<file path="config.mk">
export PLATFORM = sky130hd
export DESIGN_NAME = sha256_sched_x2
export DESIGN_NICKNAME = d
export VERILOG_FILES = /design/src/rtl/sha256_sched_x2.sv
export SDC_FILE = /design/constraint.sdc
export NUM_CORES = 1
export LEC_CHECK = 0
export BUFFER_PORTS_ARGS = -buffer_cell sky130_fd_sc_hd__buf_2
export CELL_PAD_IN_SITES_DETAIL_PLACEMENT = 0
export CELL_PAD_IN_SITES_GLOBAL_PLACEMENT = 2
export CORE_MARGIN = 3
export CORE_UTILIZATION = 35
export DETAILED_ROUTE_END_ITERATION = 10
export HOLD_SLACK_MARGIN = 0.08
export PLACE_DENSITY_LB_ADDON = 0.1
export REMOVE_ABC_BUFFERS = 1
export SLEW_MARGIN = 20
export SYNTH_ARGS = -nofsm -noshare
export SYNTH_HDL_FRONTEND = slang
export SYNTH_SLANG_ARGS = --single-unit
</file>
<file path="constraint.sdc">
create_clock -name clk -period 5.48 [get_ports clk]
set_clock_uncertainty 0.2 [all_clocks]
set_input_delay 0.548 -clock clk [delete_from_list [all_inputs] [get_ports clk]]
set_output_delay 0.548 -clock clk [all_outputs]
set_load 0.1 [all_outputs]
</file>
<file path="src/rtl/sha256_sched_x2.sv">
module sha256_sched_x2 #(
  parameter int WORD_W = 32,
  parameter int ROUNDS = 64
) (
  input  logic                 clk,
  input  logic                 rst_n,
  input  logic                 load,
  input  logic [16*WORD_W-1:0] blk,
  input  logic                 start,
  output logic [WORD_W-1:0]    w_even,
  output logic [WORD_W-1:0]    w_odd,
  output logic                 w_valid,
  output logic [$clog2(ROUNDS/2)-1:0] pair_idx,
  output logic                 done
);
  localparam int PAIRS = ROUNDS / 2;
  localparam int IW    = $clog2(PAIRS);
  localparam int BW    = 16 * WORD_W;
  localparam logic [IW-1:0] LAST = IW'(PAIRS - 1);

  typedef logic [WORD_W-1:0] word_t;

  function automatic word_t rotr(input word_t x, input int n);
    return (x >> n) | (x << (WORD_W - n));
  endfunction

  function automatic word_t sig0(input word_t x);
    return rotr(x, 7) ^ rotr(x, 18) ^ (x >> 3);
  endfunction

  function automatic word_t sig1(input word_t x);
    return rotr(x, 17) ^ rotr(x, 19) ^ (x >> 10);
  endfunction

  word_t         win [16];
  logic          busy;
  logic [IW-1:0] pair;
  word_t         nxt0, nxt1;

  assign nxt0 = sig1(win[14]) + win[9]  + sig0(win[1]) + win[0];
  assign nxt1 = sig1(win[15]) + win[10] + sig0(win[2]) + win[1];

  assign w_even   = win[0];
  assign w_odd    = win[1];
  assign w_valid  = busy;
  assign pair_idx = pair;

  always_ff @(posedge clk or negedge rst_n) begin
    if (!rst_n) begin
      busy <= 1'b0;
      pair <= '0;
      done <= 1'b0;
      for (int i = 0; i < 16; i++) win[i] <= '0;
    end else begin
      done <= 1'b0;
      if (!busy) begin
        if (load)
          for (int i = 0; i < 16; i++) win[i] <= blk[BW-1-WORD_W*i -: WORD_W];
        if (start) begin
          busy <= 1'b1;
          pair <= '0;
        end
      end else begin
        for (int i = 0; i < 14; i++) win[i] <= win[i+2];
        win[14] <= nxt0;
        win[15] <= nxt1;
        if (pair == LAST) begin
          busy <= 1'b0;
          done <= 1'b1;
          pair <= '0;
        end else begin
          pair <= pair + 1'b1;
        end
      end
    end
  end

  p_idx_step_r5: assert property (@(posedge clk) disable iff (!rst_n)
    (w_valid && pair_idx != LAST) |=> (w_valid && pair_idx == $past(pair_idx) + 1'b1));

  p_slide_r5: assert property (@(posedge clk) disable iff (!rst_n)
    (w_valid && pair_idx != LAST) |=> (w_even == $past(win[2]) && w_odd == $past(win[3])));

  p_run_begin_r6: assert property (@(posedge clk) disable iff (!rst_n)
    $rose(w_valid) |-> (pair_idx == '0));

  p_end_done_r10: assert property (@(posedge clk) disable iff (!rst_n)
    (w_valid && pair_idx == LAST) |=> done);

  p_done_pulse_r10: assert property (@(posedge clk) disable iff (!rst_n)
    done |=> !done);

  p_no_restart_r9: assert property (@(posedge clk) disable iff (!rst_n)
    (w_valid && pair_idx != LAST && start) |=> (pair_idx != '0));
endmodule

</file>
==> impl_metrics.env <==
export IMPL_cts_resized=0
export IMPL_boundaryPins=587
export IMPL_cp_data_required_time_ns=5.75
export IMPL_mostFrequentLayoutCell="sky130_fd_sc_hd__buf_2"
export IMPL_fp_dieW_um=313
export IMPL_edff_count_synth=0
export IMPL_core_area_um2=92400
export IMPL_design_die_area_um2=97700
export IMPL_layout_setup_ws_ns=0.581
export IMPL_layout_area_overhead_vs_synth_pct=32.0
export IMPL_async_flop_share_pct=100
export IMPL_grt_antenna_before_repair=13
export IMPL_grt_overflow_total=0
export IMPL_slew_limit_headroom_pct=25.7
export IMPL_post_cts_setup_buffers=0
export IMPL_vias_in_the_first_global_route=29500
export IMPL_seq_area_frac_synth_pct=39.5
export IMPL_stdcell_area_um2=43400
export IMPL_cts_hold_fix_buffers=483
export IMPL_crit_type="register to register"
export IMPL_initial_utilization_pct=35.6
export IMPL_numCtsBuffers=67
export IMPL_grt_pass1_wl_um=203000
export IMPL_mappedNetlistArea_um2=32900
export IMPL_yosysTopAreaCell="sky130_fd_sc_hd__dfrtp_1"
export IMPL_global_route_usage_total_pct=28.1
export IMPL_tritoncts="built"
export IMPL_postSynthCellCount=3412
export IMPL_drtPass1Iterations=5
export IMPL_fin_crit_sh_pct=89.4
export IMPL_start_kind="register"
export IMPL_route_vias_total=28000
export IMPL_final_cell_mix="584 x sky130_fd_sc_hd__buf_2, 523 x sky130_fd_sc_hd__nand2_1, 519 x sky130_fd_sc_hd__o21ai_0"
export IMPL_outcome="completed"
export IMPL_antenna_violating_nets_post_route=0
export IMPL_drt_vias_per_instance=5.01
export IMPL_fillerInstances=9039
export IMPL_floorplan_rows=111
export IMPL_worst_slew_pin_transition_ns=1.10
export IMPL_yosys_register_bits=519
export IMPL_pre_cts_ws_ns=0.539
export IMPL_hold_path_class="primary input to register"
export IMPL_finish_net_count=4990
export IMPL_critical_path_endpoint_type="register"
export IMPL_slew_viol_final=0
export IMPL_critical_path_arrival_ns=5.17
export IMPL_finalHoldWorstSlack_ns=0.116
export IMPL_clockRootBuffer="sky130_fd_sc_hd__clkbuf_16"
export IMPL_htree_num_levels=3
export IMPL_drive_gt1_share_pct=17.5
export IMPL_finalHoldViolCount=0
export IMPL_synthDominantCellAreaShare_pct=39.5
export IMPL_final_util_pct=47.0
export IMPL_port_buffers=586
export IMPL_cap_viol_max_count=0
export IMPL_setup_viol=0
export IMPL_drtIter0Drc=2202
export IMPL_grt_max_degree=237
export IMPL_yosysWarningCount=0
export IMPL_place_congestion=0.939
export IMPL_ys_types=70
export IMPL_clock_sink_count=519
export IMPL_hpwl_um=108000
export IMPL_placedInstanceArea_um2=36400
export IMPL_detail_route_wirelength_um=139000
export IMPL_synthFlopType="sky130_fd_sc_hd__dfrtp_1"
export IMPL_clk_latency_worst_skew_pair_ns=0.64
export IMPL_max_clock_freq_mhz=204
export IMPL_period_needed_ns=4.90
export IMPL_rsz_0062_raised_after_global_routing="no"
export IMPL_drc=0
export IMPL_synth_area_per_cell_um2=9.64
export IMPL_drt_wirelength_per_cell_um=24.9
export IMPL_crit_fanout=5
export IMPL_die_h_um=313
export IMPL_clk_transition_reported_paths_ns=0.06
export IMPL_cts_root_to_sink_buffers=3
export IMPL_synth_area_leaders="sky130_fd_sc_hd__dfrtp_1 39%, sky130_fd_sc_hd__mux2i_1 16%, sky130_fd_sc_hd__o21ai_0 7.9%"
## final cells by class
class / count / area (um2) / share of cell area (%)
multi-input combinational: 2329 / 17500 / 40.2
sequential: 519 / 13000 / 29.9
timing repair buffer: 1120 / 8320 / 19.2
clock buffer: 99 / 1960 / 4.51
tap: 1243 / 1560 / 3.58
inverter: 249 / 935 / 2.15
clock inverter: 18 / 158 / 0.363
antenna: 9 / 22.5 / 0.0519
## per-layer routing
layer | up-vias | share of wire, % | wire (um) | GRT usage, %
li1 | 13000 | - | - | -
met1 | 14000 | 44 | 61900 | 38.5
met2 | 813 | 48 | 66400 | 46.6
met3 | 137 | 5.2 | 7310 | 4.04
met4 | 0 | 2.7 | 3780 | 7.75
met5 | - | 0 | 0 | 0
## path summary, 6_finish.rpt
check | endpoint | slack, ns | start | cells past startpoint
worst max-delay path | win[27]$_DFFE_PN0P_ | 0.58 | win[435]$_DFFE_PN0P_ | 15
worst min-delay path | w_odd[16]$_DFFE_PN0P_ | 0.12 | blk[464] | 3
worst max register to register | win[27]$_DFFE_PN0P_ | 0.58 | win[435]$_DFFE_PN0P_ | 15
worst min register to register | win[211]$_DFFE_PN0P_ | 0.27 | win[147]$_DFFE_PN0P_ | 2
max in group asynchronous | w_even[25]$_DFFE_PN0P_ | 3.50 | rst_n | 3
min in group asynchronous | win[400]$_DFFE_PN0P_ | 0.27 | rst_n | 2
## synthesized netlist by cell type, types with 35 or more instances
cell type,count
sky130_fd_sc_hd__a21oi_1,66
sky130_fd_sc_hd__a21o_1,37
sky130_fd_sc_hd__mux2i_1,512
sky130_fd_sc_hd__inv_1,249
sky130_fd_sc_hd__nand2_1,523
sky130_fd_sc_hd__buf_4,68
sky130_fd_sc_hd__dfrtp_1,519
sky130_fd_sc_hd__clkbuf_1,196
sky130_fd_sc_hd__fa_1,124
sky130_fd_sc_hd__xnor2_1,197
sky130_fd_sc_hd__buf_1,35
sky130_fd_sc_hd__o21ai_0,519
sky130_fd_sc_hd__xor2_1,100
sky130_fd_sc_hd__ha_1,64
## metrics by stage
stage          instances  TNS (ns)
4_1_cts             5577         0
3_3_place_gp        4977         0
3_5_place_dp        4977         0
2_1_floorplan       3097  -5427.50
6_report            5586         0
5_1_grt             5582         0
## sequential cells by signal, indices dropped and copies added (netlist names)
signal,flops
w_even,32
done,1
w_odd,32
pair_idx,5
win,448
w_valid,1
## cell families (layout without fill, tap and decap cells)
family / after synthesis / after routing / synth area share [%]
AO/OA/AOI/OAI: 706 / 706 / 11.8
AND/OR/NAND/NOR: 624 / 624 / 7.71
buffers and inverters: 564 / 1486 / 7.39
flip-flops: 519 / 519 / 39.5
multiplexers: 514 / 514 / 15.7
XOR/XNOR: 297 / 297 / 7.91
adder cells (fa/ha/maj): 188 / 188 / 9.98
other: 0 / 9 / 0
## worst max-delay path, stage by stage, from the launching register on
cell and delay [ns]:
sky130_fd_sc_hd__dfrtp_1 0.48, sky130_fd_sc_hd__xor2_1 0.30, sky130_fd_sc_hd__xnor2_1 0.18, sky130_fd_sc_hd__fa_1 0.45, sky130_fd_sc_hd__inv_1 0.09, sky130_fd_sc_hd__fa_1 0.42
sky130_fd_sc_hd__ha_1 0.23, sky130_fd_sc_hd__fa_1 0.45, sky130_fd_sc_hd__a21oi_1 0.23, sky130_fd_sc_hd__o21ai_1 0.18, sky130_fd_sc_hd__a2111oi_0 0.60, sky130_fd_sc_hd__o21ai_1 0.29
sky130_fd_sc_hd__a21oi_1 0.28, sky130_fd_sc_hd__o21bai_1 0.12, sky130_fd_sc_hd__xnor2_1 0.15, sky130_fd_sc_hd__mux2i_1 0.09
Power is not shown: default switching activity piles up to over one toggle a cycle in this logic, so the estimate is an artifact.
